--- config.mk ---
export PLATFORM = sky130hd
export DESIGN_NAME = nv_restore_seq
export DESIGN_NICKNAME = d
export VERILOG_FILES = /design/src/rtl/nv_seq_pkg.sv /design/src/rtl/nv_seq_ctrl.sv /design/src/rtl/nv_seq_store.sv /design/src/rtl/nv_restore_seq.sv
export SDC_FILE = /design/constraint.sdc
export NUM_CORES = 1
export LEC_CHECK = 0
export BUFFER_PORTS_ARGS = -buffer_cell sky130_fd_sc_hd__buf_2
export CAP_MARGIN = 25
export CORE_ASPECT_RATIO = 0.6
export CORE_MARGIN = 2
export CORE_UTILIZATION = 33
export CTS_CLUSTER_DIAMETER = 50
export DETAILED_ROUTE_END_ITERATION = 7
export PLACE_DENSITY_LB_ADDON = 0.1
export SYNTH_ARGS = -nofsm -noshare
export SYNTH_HDL_FRONTEND = slang
export SYNTH_SLANG_ARGS = --single-unit
--- constraint.sdc ---
create_clock -name clk -period 7.1 [get_ports clk]
set_input_delay 0.71 -clock clk [delete_from_list [all_inputs] [get_ports clk]]
set_output_delay 0.71 -clock clk [all_outputs]
set_load 0.01 [all_outputs]
--- src/rtl/nv_seq_pkg.sv ---
package nv_seq_pkg;
  typedef enum logic [2:0] {
    OP_SAVE_WIPER  = 3'd0,
    OP_WRITE_USER  = 3'd1,
    OP_RESTORE_ALL = 3'd2,
    OP_RESTORE_ONE = 3'd3,
    OP_READ_USER   = 3'd4,
    OP_READ_SAVED  = 3'd5
  } nv_op_e;

  typedef struct packed {
    logic saveWiper;
    logic writeUser;
    logic restoreAll;
    logic restoreOne;
    logic readUser;
    logic readSaved;
  } nv_strobe_t;
endpackage

--- src/rtl/nv_seq_ctrl.sv ---
module nv_seq_ctrl
  import nv_seq_pkg::*;
#(
  parameter int NUM_CH      = 2,
  parameter int NUM_USER    = 26,
  parameter int ADDR_W      = 5,
  parameter int DATA_W      = 10,
  parameter int STORE_CYC   = 1000000,
  parameter int RESTORE_CYC = 50000,
  parameter int READ_CYC    = 5000,
  parameter int PRESET_CYC  = 3500
) (
  input  logic              clk,
  input  logic              rstN,
  input  logic              cmdValid,
  input  logic [2:0]        cmdOp,
  input  logic [ADDR_W-1:0] cmdAddr,
  input  logic [DATA_W-1:0] cmdData,
  input  logic              presetPin,
  input  logic              wpN,
  output logic              ready,
  output logic              errSticky,
  output nv_strobe_t        stb,
  output logic [ADDR_W-1:0] stbAddr,
  output logic [DATA_W-1:0] stbData
);
  localparam int MAX_A   = (STORE_CYC > RESTORE_CYC) ? STORE_CYC : RESTORE_CYC;
  localparam int MAX_B   = (READ_CYC > PRESET_CYC) ? READ_CYC : PRESET_CYC;
  localparam int MAX_CYC = (MAX_A > MAX_B) ? MAX_A : MAX_B;
  localparam int CNT_W   = $clog2(MAX_CYC + 1);

  localparam nv_strobe_t K_RESTORE_ALL = '{restoreAll: 1'b1, default: 1'b0};

  logic [1:0]       presetSync;
  logic             presetPrev;
  logic             presetRise;
  logic             presetPend;
  logic             busy;
  logic [CNT_W-1:0] cnt;
  nv_strobe_t       doneKind;

  logic isStore, isUserOp, isChanOp, opKnown, addrOk, legal, startCmd, cmdErr;
  nv_strobe_t reqKind;
  logic [CNT_W-1:0] reqDur;

  assign presetRise = presetSync[1] & ~presetPrev;

  always_comb begin
    isStore  = (cmdOp == OP_SAVE_WIPER) || (cmdOp == OP_WRITE_USER);
    isUserOp = (cmdOp == OP_WRITE_USER) || (cmdOp == OP_READ_USER);
    isChanOp = (cmdOp == OP_SAVE_WIPER) || (cmdOp == OP_RESTORE_ONE) || (cmdOp == OP_READ_SAVED);
    opKnown  = (cmdOp <= OP_READ_SAVED);
    addrOk   = isUserOp ? (cmdAddr < ADDR_W'(NUM_USER))
             : isChanOp ? (cmdAddr < ADDR_W'(NUM_CH)) : 1'b1;
    legal    = opKnown && addrOk;
    startCmd = !busy && cmdValid && !presetRise && legal && !(isStore && !wpN);
    cmdErr   = cmdValid && (busy || presetRise || !legal);
    reqKind  = '0;
    reqDur   = CNT_W'(READ_CYC - 1);
    case (cmdOp)
      OP_SAVE_WIPER:  begin reqKind.saveWiper  = 1'b1; reqDur = CNT_W'(STORE_CYC - 1);   end
      OP_WRITE_USER:  begin reqKind.writeUser  = 1'b1; reqDur = CNT_W'(STORE_CYC - 1);   end
      OP_RESTORE_ALL: begin reqKind.restoreAll = 1'b1; reqDur = CNT_W'(RESTORE_CYC - 1); end
      OP_RESTORE_ONE: reqKind.restoreOne = 1'b1;
      OP_READ_USER:   reqKind.readUser   = 1'b1;
      OP_READ_SAVED:  reqKind.readSaved  = 1'b1;
      default:        reqKind = '0;
    endcase
  end

  always_ff @(posedge clk) begin
    if (!rstN) begin
      presetSync <= 2'b11;
      presetPrev <= 1'b1;
      presetPend <= 1'b0;
      busy       <= 1'b1;
      cnt        <= CNT_W'(PRESET_CYC - 1);
      doneKind   <= K_RESTORE_ALL;
      errSticky  <= 1'b0;
      stb        <= '0;
      stbAddr    <= '0;
      stbData    <= '0;
    end else begin
      stb        <= '0;
      presetSync <= {presetSync[0], presetPin};
      presetPrev <= presetSync[1];
      if (cmdErr) errSticky <= 1'b1;
      if (busy) begin
        if (cnt == '0) begin
          stb <= doneKind;
          if (presetPend || presetRise) begin
            cnt        <= CNT_W'(PRESET_CYC - 1);
            doneKind   <= K_RESTORE_ALL;
            presetPend <= 1'b0;
          end else begin
            busy <= 1'b0;
          end
        end else begin
          cnt <= cnt - 1'b1;
          if (presetRise) presetPend <= 1'b1;
        end
      end else if (presetRise) begin
        busy     <= 1'b1;
        cnt      <= CNT_W'(PRESET_CYC - 1);
        doneKind <= K_RESTORE_ALL;
      end else if (startCmd) begin
        stbAddr <= cmdAddr;
        stbData <= cmdData;
        if (reqKind.restoreOne) begin
          stb <= reqKind;
        end else begin
          busy     <= 1'b1;
          cnt      <= reqDur;
          doneKind <= reqKind;
        end
      end
    end
  end

  assign ready = ~busy;

  p_busy_err_r10: assert property (@(posedge clk) disable iff (!rstN)
    cmdValid && !ready |=> errSticky);
  p_wp_block_r9: assert property (@(posedge clk) disable iff (!rstN)
    ready && cmdValid && !wpN && isStore && !presetRise |=> ready);
  p_restore_busy_r5: assert property (@(posedge clk) disable iff (!rstN)
    ready && cmdValid && cmdOp == OP_RESTORE_ALL && !presetRise |=> !ready);
  p_preset_start_r8: assert property (@(posedge clk) disable iff (!rstN)
    ready && presetRise |=> !ready);
  p_one_strobe_r3: assert property (@(posedge clk) disable iff (!rstN)
    $onehot0(stb));
endmodule

--- src/rtl/nv_seq_store.sv ---
module nv_seq_store
  import nv_seq_pkg::*;
#(
  parameter int NUM_CH   = 2,
  parameter int NUM_USER = 26,
  parameter int ADDR_W   = 5,
  parameter int DATA_W   = 10,
  parameter int USER_W   = 8
) (
  input  logic                     clk,
  input  logic                     rstN,
  input  nv_strobe_t               stb,
  input  logic [ADDR_W-1:0]        stbAddr,
  input  logic [DATA_W-1:0]        stbData,
  output logic [NUM_CH*DATA_W-1:0] restoreData,
  output logic [NUM_CH-1:0]        restoreValid,
  output logic [DATA_W-1:0]        rdData,
  output logic                     rdValid
);
  localparam int CH_W = (NUM_CH > 1) ? $clog2(NUM_CH) : 1;
  localparam logic [DATA_W-1:0] MID = DATA_W'(1) << (DATA_W - 1);

  logic [DATA_W-1:0] savedVal  [NUM_CH];
  logic [DATA_W-1:0] effVal    [NUM_CH];
  logic [NUM_CH-1:0] programmed;
  logic [USER_W-1:0] userMem   [NUM_USER];
  logic [CH_W-1:0]   chIdx;

  assign chIdx = stbAddr[CH_W-1:0];

  for (genvar c = 0; c < NUM_CH; c++) begin : g_ch
    logic hit;
    assign hit       = (chIdx == CH_W'(c));
    assign effVal[c] = programmed[c] ? savedVal[c] : MID;

    always_ff @(posedge clk) begin
      if (!rstN) begin
        savedVal[c]                        <= '0;
        programmed[c]                      <= 1'b0;
        restoreData[c*DATA_W +: DATA_W]    <= '0;
        restoreValid[c]                    <= 1'b0;
      end else begin
        if (stb.saveWiper && hit) begin
          savedVal[c]   <= stbData;
          programmed[c] <= 1'b1;
        end
        restoreValid[c] <= stb.restoreAll || (stb.restoreOne && hit);
        if (stb.restoreAll || (stb.restoreOne && hit))
          restoreData[c*DATA_W +: DATA_W] <= effVal[c];
      end
    end

    p_blank_mid_r2: assert property (@(posedge clk) disable iff (!rstN)
      restoreValid[c] && !programmed[c] |-> restoreData[c*DATA_W +: DATA_W] == MID);
  end

  always_ff @(posedge clk) begin
    if (!rstN) begin
      for (int i = 0; i < NUM_USER; i++) userMem[i] <= '0;
      rdData  <= '0;
      rdValid <= 1'b0;
    end else begin
      rdValid <= stb.readUser || stb.readSaved;
      if (stb.writeUser) userMem[stbAddr] <= stbData[USER_W-1:0];
      if (stb.readUser)  rdData <= DATA_W'(userMem[stbAddr]);
      if (stb.readSaved) rdData <= effVal[chIdx];
    end
  end

  p_one_result_r4: assert property (@(posedge clk) disable iff (!rstN)
    !(rdValid && (|restoreValid)));
endmodule

--- src/rtl/nv_restore_seq.sv ---
module nv_restore_seq
  import nv_seq_pkg::*;
#(
  parameter int NUM_CH      = 2,
  parameter int NUM_USER    = 26,
  parameter int DATA_W      = 10,
  parameter int USER_W      = 8,
  parameter int STORE_CYC   = 1000000,
  parameter int RESTORE_CYC = 50000,
  parameter int READ_CYC    = 5000,
  parameter int PRESET_CYC  = 3500,
  localparam int ADDR_W     = $clog2(NUM_USER)
) (
  input  logic                     clk,
  input  logic                     rstN,
  input  logic                     cmdValid,
  input  logic [2:0]               cmdOp,
  input  logic [ADDR_W-1:0]        cmdAddr,
  input  logic [DATA_W-1:0]        cmdData,
  input  logic                     presetPin,
  input  logic                     wpN,
  output logic                     ready,
  output logic                     errSticky,
  output logic [NUM_CH*DATA_W-1:0] restoreData,
  output logic [NUM_CH-1:0]        restoreValid,
  output logic [DATA_W-1:0]        rdData,
  output logic                     rdValid
);
  nv_strobe_t        stb;
  logic [ADDR_W-1:0] stbAddr;
  logic [DATA_W-1:0] stbData;

  nv_seq_ctrl #(
    .NUM_CH(NUM_CH), .NUM_USER(NUM_USER), .ADDR_W(ADDR_W), .DATA_W(DATA_W),
    .STORE_CYC(STORE_CYC), .RESTORE_CYC(RESTORE_CYC),
    .READ_CYC(READ_CYC), .PRESET_CYC(PRESET_CYC)
  ) ctrl_i (
    .clk(clk), .rstN(rstN), .cmdValid(cmdValid), .cmdOp(cmdOp),
    .cmdAddr(cmdAddr), .cmdData(cmdData), .presetPin(presetPin), .wpN(wpN),
    .ready(ready), .errSticky(errSticky), .stb(stb),
    .stbAddr(stbAddr), .stbData(stbData)
  );

  nv_seq_store #(
    .NUM_CH(NUM_CH), .NUM_USER(NUM_USER), .ADDR_W(ADDR_W),
    .DATA_W(DATA_W), .USER_W(USER_W)
  ) store_i (
    .clk(clk), .rstN(rstN), .stb(stb), .stbAddr(stbAddr), .stbData(stbData),
    .restoreData(restoreData), .restoreValid(restoreValid),
    .rdData(rdData), .rdValid(rdValid)
  );
endmodule

==> summary.md <==
| Metric | Value |
|---|---|
| Syn_nets | 1259 |
| Status | finished clean |
| Worst Tran Pin Value | 1.03 ns |
| DP HPWL | 32800 um |
| Sequential share of the synthesized area | 0.627 |
| Die height | 175 um |
| Max-slew violations | 0 |
| Share of cells above drive strength 1 | 0.194 |
| Synthesized flop and latch total | 368 |
| Synth top area share | 0.513 |
| Hold_buf cts | 0 |
| Post-CTS setup buffers | 0 |
| H-tree Lvls | 2 |
| First-pass GRT wire length | 70100 um |
| Iteration-0 DRC Markers | 1211 |
| Starting density of the core | 0.336 |
| Synth area leader | edfxtp_1 |
| CP top delay family | flip-flops |
| Static Leakage | 0.00615 uW |
| Clock skew | 0.0262 ns |
| GRT Residual Overflow | 0 |
| WL/cell | 24.8 um |
| CTS Buffer Depth | 3 |
| Yosys Warn Count | 0 |
| Maximum vdd drop | 134 uV |
| CP required | 7.36 ns |
| Cell variety after synth | 51 |
| Fin. Hold Viols | 0 |
| Crit Path Class | reg -> reg |
| Layout area overhead | 13.6% |
| Sink Count | 368 |
| Slew HR | 0.309 |
| Layout Nets | 1308 |
| Final count of negative-setup-slack endpoints | 0 |
| Final min period | 3.14 ns |
| CP max stage delay | 0.88 ns |
| Cell Pwr Density | 243 nW/um^2 |
| Crit start category | flop |
| Number of buffers created by CTS | 39 |
| Synthesized area per cell | 13.1 sq um |
| Worst Path Buf+Inv | 2 |
| Mapped cell area | 16100 sq um |
| GPL Wtd Cong | 0.882 |
| Drt drc | 0 |
| Synth area leaders | edfxtp_1, dfxtp_1, mux4_2, and2_1, a21oi_1 |
| Vias in the first global route | 9483 |
| Most common cell in the netlist | edfxtp_1 |
| Tot Pwr | 4450 uW |
| Crit-path slowest cell | dfxtp_1 |
| Period Utilization, post-route | 0.442 |
| Setup WS pre-CTS | 3.79 ns |
| CP cell instances | inv_1, or3_1, o21ai_0, buf_2 |
| Post-DRT Antenna Nets | 0 |
| Die area | 50800 sq um |
| CTS tree | yes |
| First-pass DRT Iterations | 5 |
| RSZ-0062 raised after global routing | no |
| Worst-path clk slew | 0.06 ns |
| Total GRT Usage | 0.194 |
| Setup TNS | 0 ns |
| Cells resized by post-CTS repair | 0 |
| Max Cap Violations | 0 |
| Post-synth EDFFs | 276 |
| Vias per cell | 5.19 |
| Root Driver | clkbuf_16 |
| Asr flop ratio synth | 0 |
| Clock Latency Late Sink | 0.55 ns |
| Min-delay worst type | in -> reg |
| Vias | 10100 |
| Largest net degree at the start of global routing | 65 |
| Predominant post-synthesis flop cell | edfxtp_1 |
| Core box area | 48100 sq um |
| Setup crit end kind | flop |
| Cell row count | 62 |
| Peak Freq | 319 MHz |
| Critical path peak fanout | 29 |
| Number of port buffers | 57 |
| Setup ws final | 3.96 ns |
| Ports | 58 |
| # fillers | 4600 |
| Initial antenna violation count | 3 |
| Synthesized netlist cell count | 1234 |
| DRT Wirelength | 48500 um |
| Die Wd | 290 um |
| Top post-synthesis cells by count | edfxtp_1, and2_1, dfxtp_1 |
| CP arrival | 3.40 ns |
sequential cells by signal, summed over array words and instances (netlist names), named ones only:
name	flops
ctrl_i.presetSync	2
ctrl_i.doneKind	5
ctrl_i.stbAddr	5
store_i.restoreData	20
ctrl_i.errSticky	1
store_i.rdValid	1
ctrl_i.presetPrev	1
store_i.programmed	2
ctrl_i.presetPend	1
store_i.savedVal	20
store_i.restoreValid	2
store_i.rdData	10
ctrl_i.stb	6
ctrl_i.cnt	20
store_i.userMem	256
ctrl_i.busy	1
ctrl_i.stbData	10
path summary, 6_finish.rpt:
check	startpoint	to	slack, ns	cells after the start
setup / recovery	ctrl_i.stbAddr[0]	store_i.userMem[1][1]	3.96	4
hold / removal	presetPin	ctrl_i.presetSync[0]	0.35	2
setup reg to reg	ctrl_i.stbAddr[0]	store_i.userMem[1][1]	3.96	4
hold reg to reg	ctrl_i.presetSync[0]	ctrl_i.presetSync[1]	0.41	1
logic make-up after synthesis:
kind of cell	Yosys count	share of synthesized area
simple gates	477	0.164
flops	368	0.627
compound gates	190	0.0649
buf+inv	112	0.0278
mux	84	0.114
fa+ha+maj	2	0.00155
xor+xnor	1	0.000543
final cells by class:
type,count,area (sq um),share of cell area
Antenna cell,1,2.50,0.000136
Timing Repair Buffer,101,598,0.0326
Clock inverter,22,130,0.00710
Tap cell,640,801,0.0437
Clock buffer,49,1020,0.0558
Sequential cell,368,10100,0.553
Inverter,19,71.3,0.00389
Multi-Input combinational cell,754,5570,0.304
report_power, final:
| group | internal (uW) | switching (uW) |
|---|---|---|
| Combinational | 46.4 | 74.7 |
| Sequential | 2370 | 41.2 |
| Clock | 1030 | 883 |
layer usage:
metal | wire length, um | vias up | global-route usage | part of all wire
li1 | - | 4625 | - | -
met1 | 24500 | 5092 | 0.317 | 0.50
met2 | 18400 | 381 | 0.242 | 0.38
met3 | 5090 | 39 | 0.0668 | 0.10
met4 | 527 | 0 | 0.0308 | 0.011
met5 | 0 | - | 0 | 0
cells in the final DEF (no fill, tap or decap), types with 2 or more instances in the layout:
| cell type | netlist | routed |
|---|---|---|
| edfxtp_1 | 276 | 276 |
| and2_1 | 229 | 229 |
| dfxtp_1 | 92 | 85 |
| nand2_1 | 82 | 82 |
| a21oi_1 | 81 | 81 |
| mux4_2 | 80 | 80 |
| buf_2 | 8 | 73 |
| o21ai_0 | 73 | 72 |
| nor2_1 | 58 | 58 |
| clkbuf_16 | 0 | 39 |
| nand3_1 | 38 | 38 |
| buf_4 | 1 | 21 |
| inv_1 | 18 | 18 |
| nor3_1 | 17 | 17 |
| nor3b_1 | 14 | 14 |
| clkbuf_1 | 76 | 9 |
| a22oi_1 | 8 | 8 |
| clkinv_2 | 0 | 8 |
| nor2b_1 | 6 | 6 |
| a21o_1 | 6 | 6 |
| nand2b_1 | 6 | 6 |
| dfxtp_2 | 0 | 6 |
| clkinv_1 | 1 | 6 |
| inv_6 | 0 | 5 |
| nand3b_1 | 4 | 4 |
| or3_1 | 4 | 4 |
| nand4_1 | 4 | 4 |
| o211ai_1 | 4 | 4 |
| a211oi_1 | 4 | 4 |
| o21ai_1 | 3 | 4 |
| mux2i_1 | 4 | 4 |
| nor4_1 | 3 | 3 |
| nand4b_1 | 3 | 3 |
| or3b_2 | 2 | 2 |
| o31a_1 | 2 | 2 |
| ha_1 | 2 | 2 |
| clkinvlp_4 | 0 | 2 |
| buf_8 | 0 | 2 |
| clkbuf_2 | 0 | 2 |
| clkbuf_4 | 0 | 2 |
stage by stage:
| step | utilization | hold WS [ns] | instances | instance area (sq um) |
|---|---|---|---|---|
| after floorplan | - | 0.386 | 1234 | 16100 |
| after global placement | 0.353 | 0.392 | 1850 | 17000 |
| after detailed placement | 0.355 | 0.394 | 1871 | 17100 |
| after CTS | 0.379 | 0.329 | 1942 | 18200 |
| after global routing | 0.381 | 0.372 | 1953 | 18300 |
| final | 0.381 | 0.352 | 1954 | 18300 |
Power figures use the tool's default switching activity.
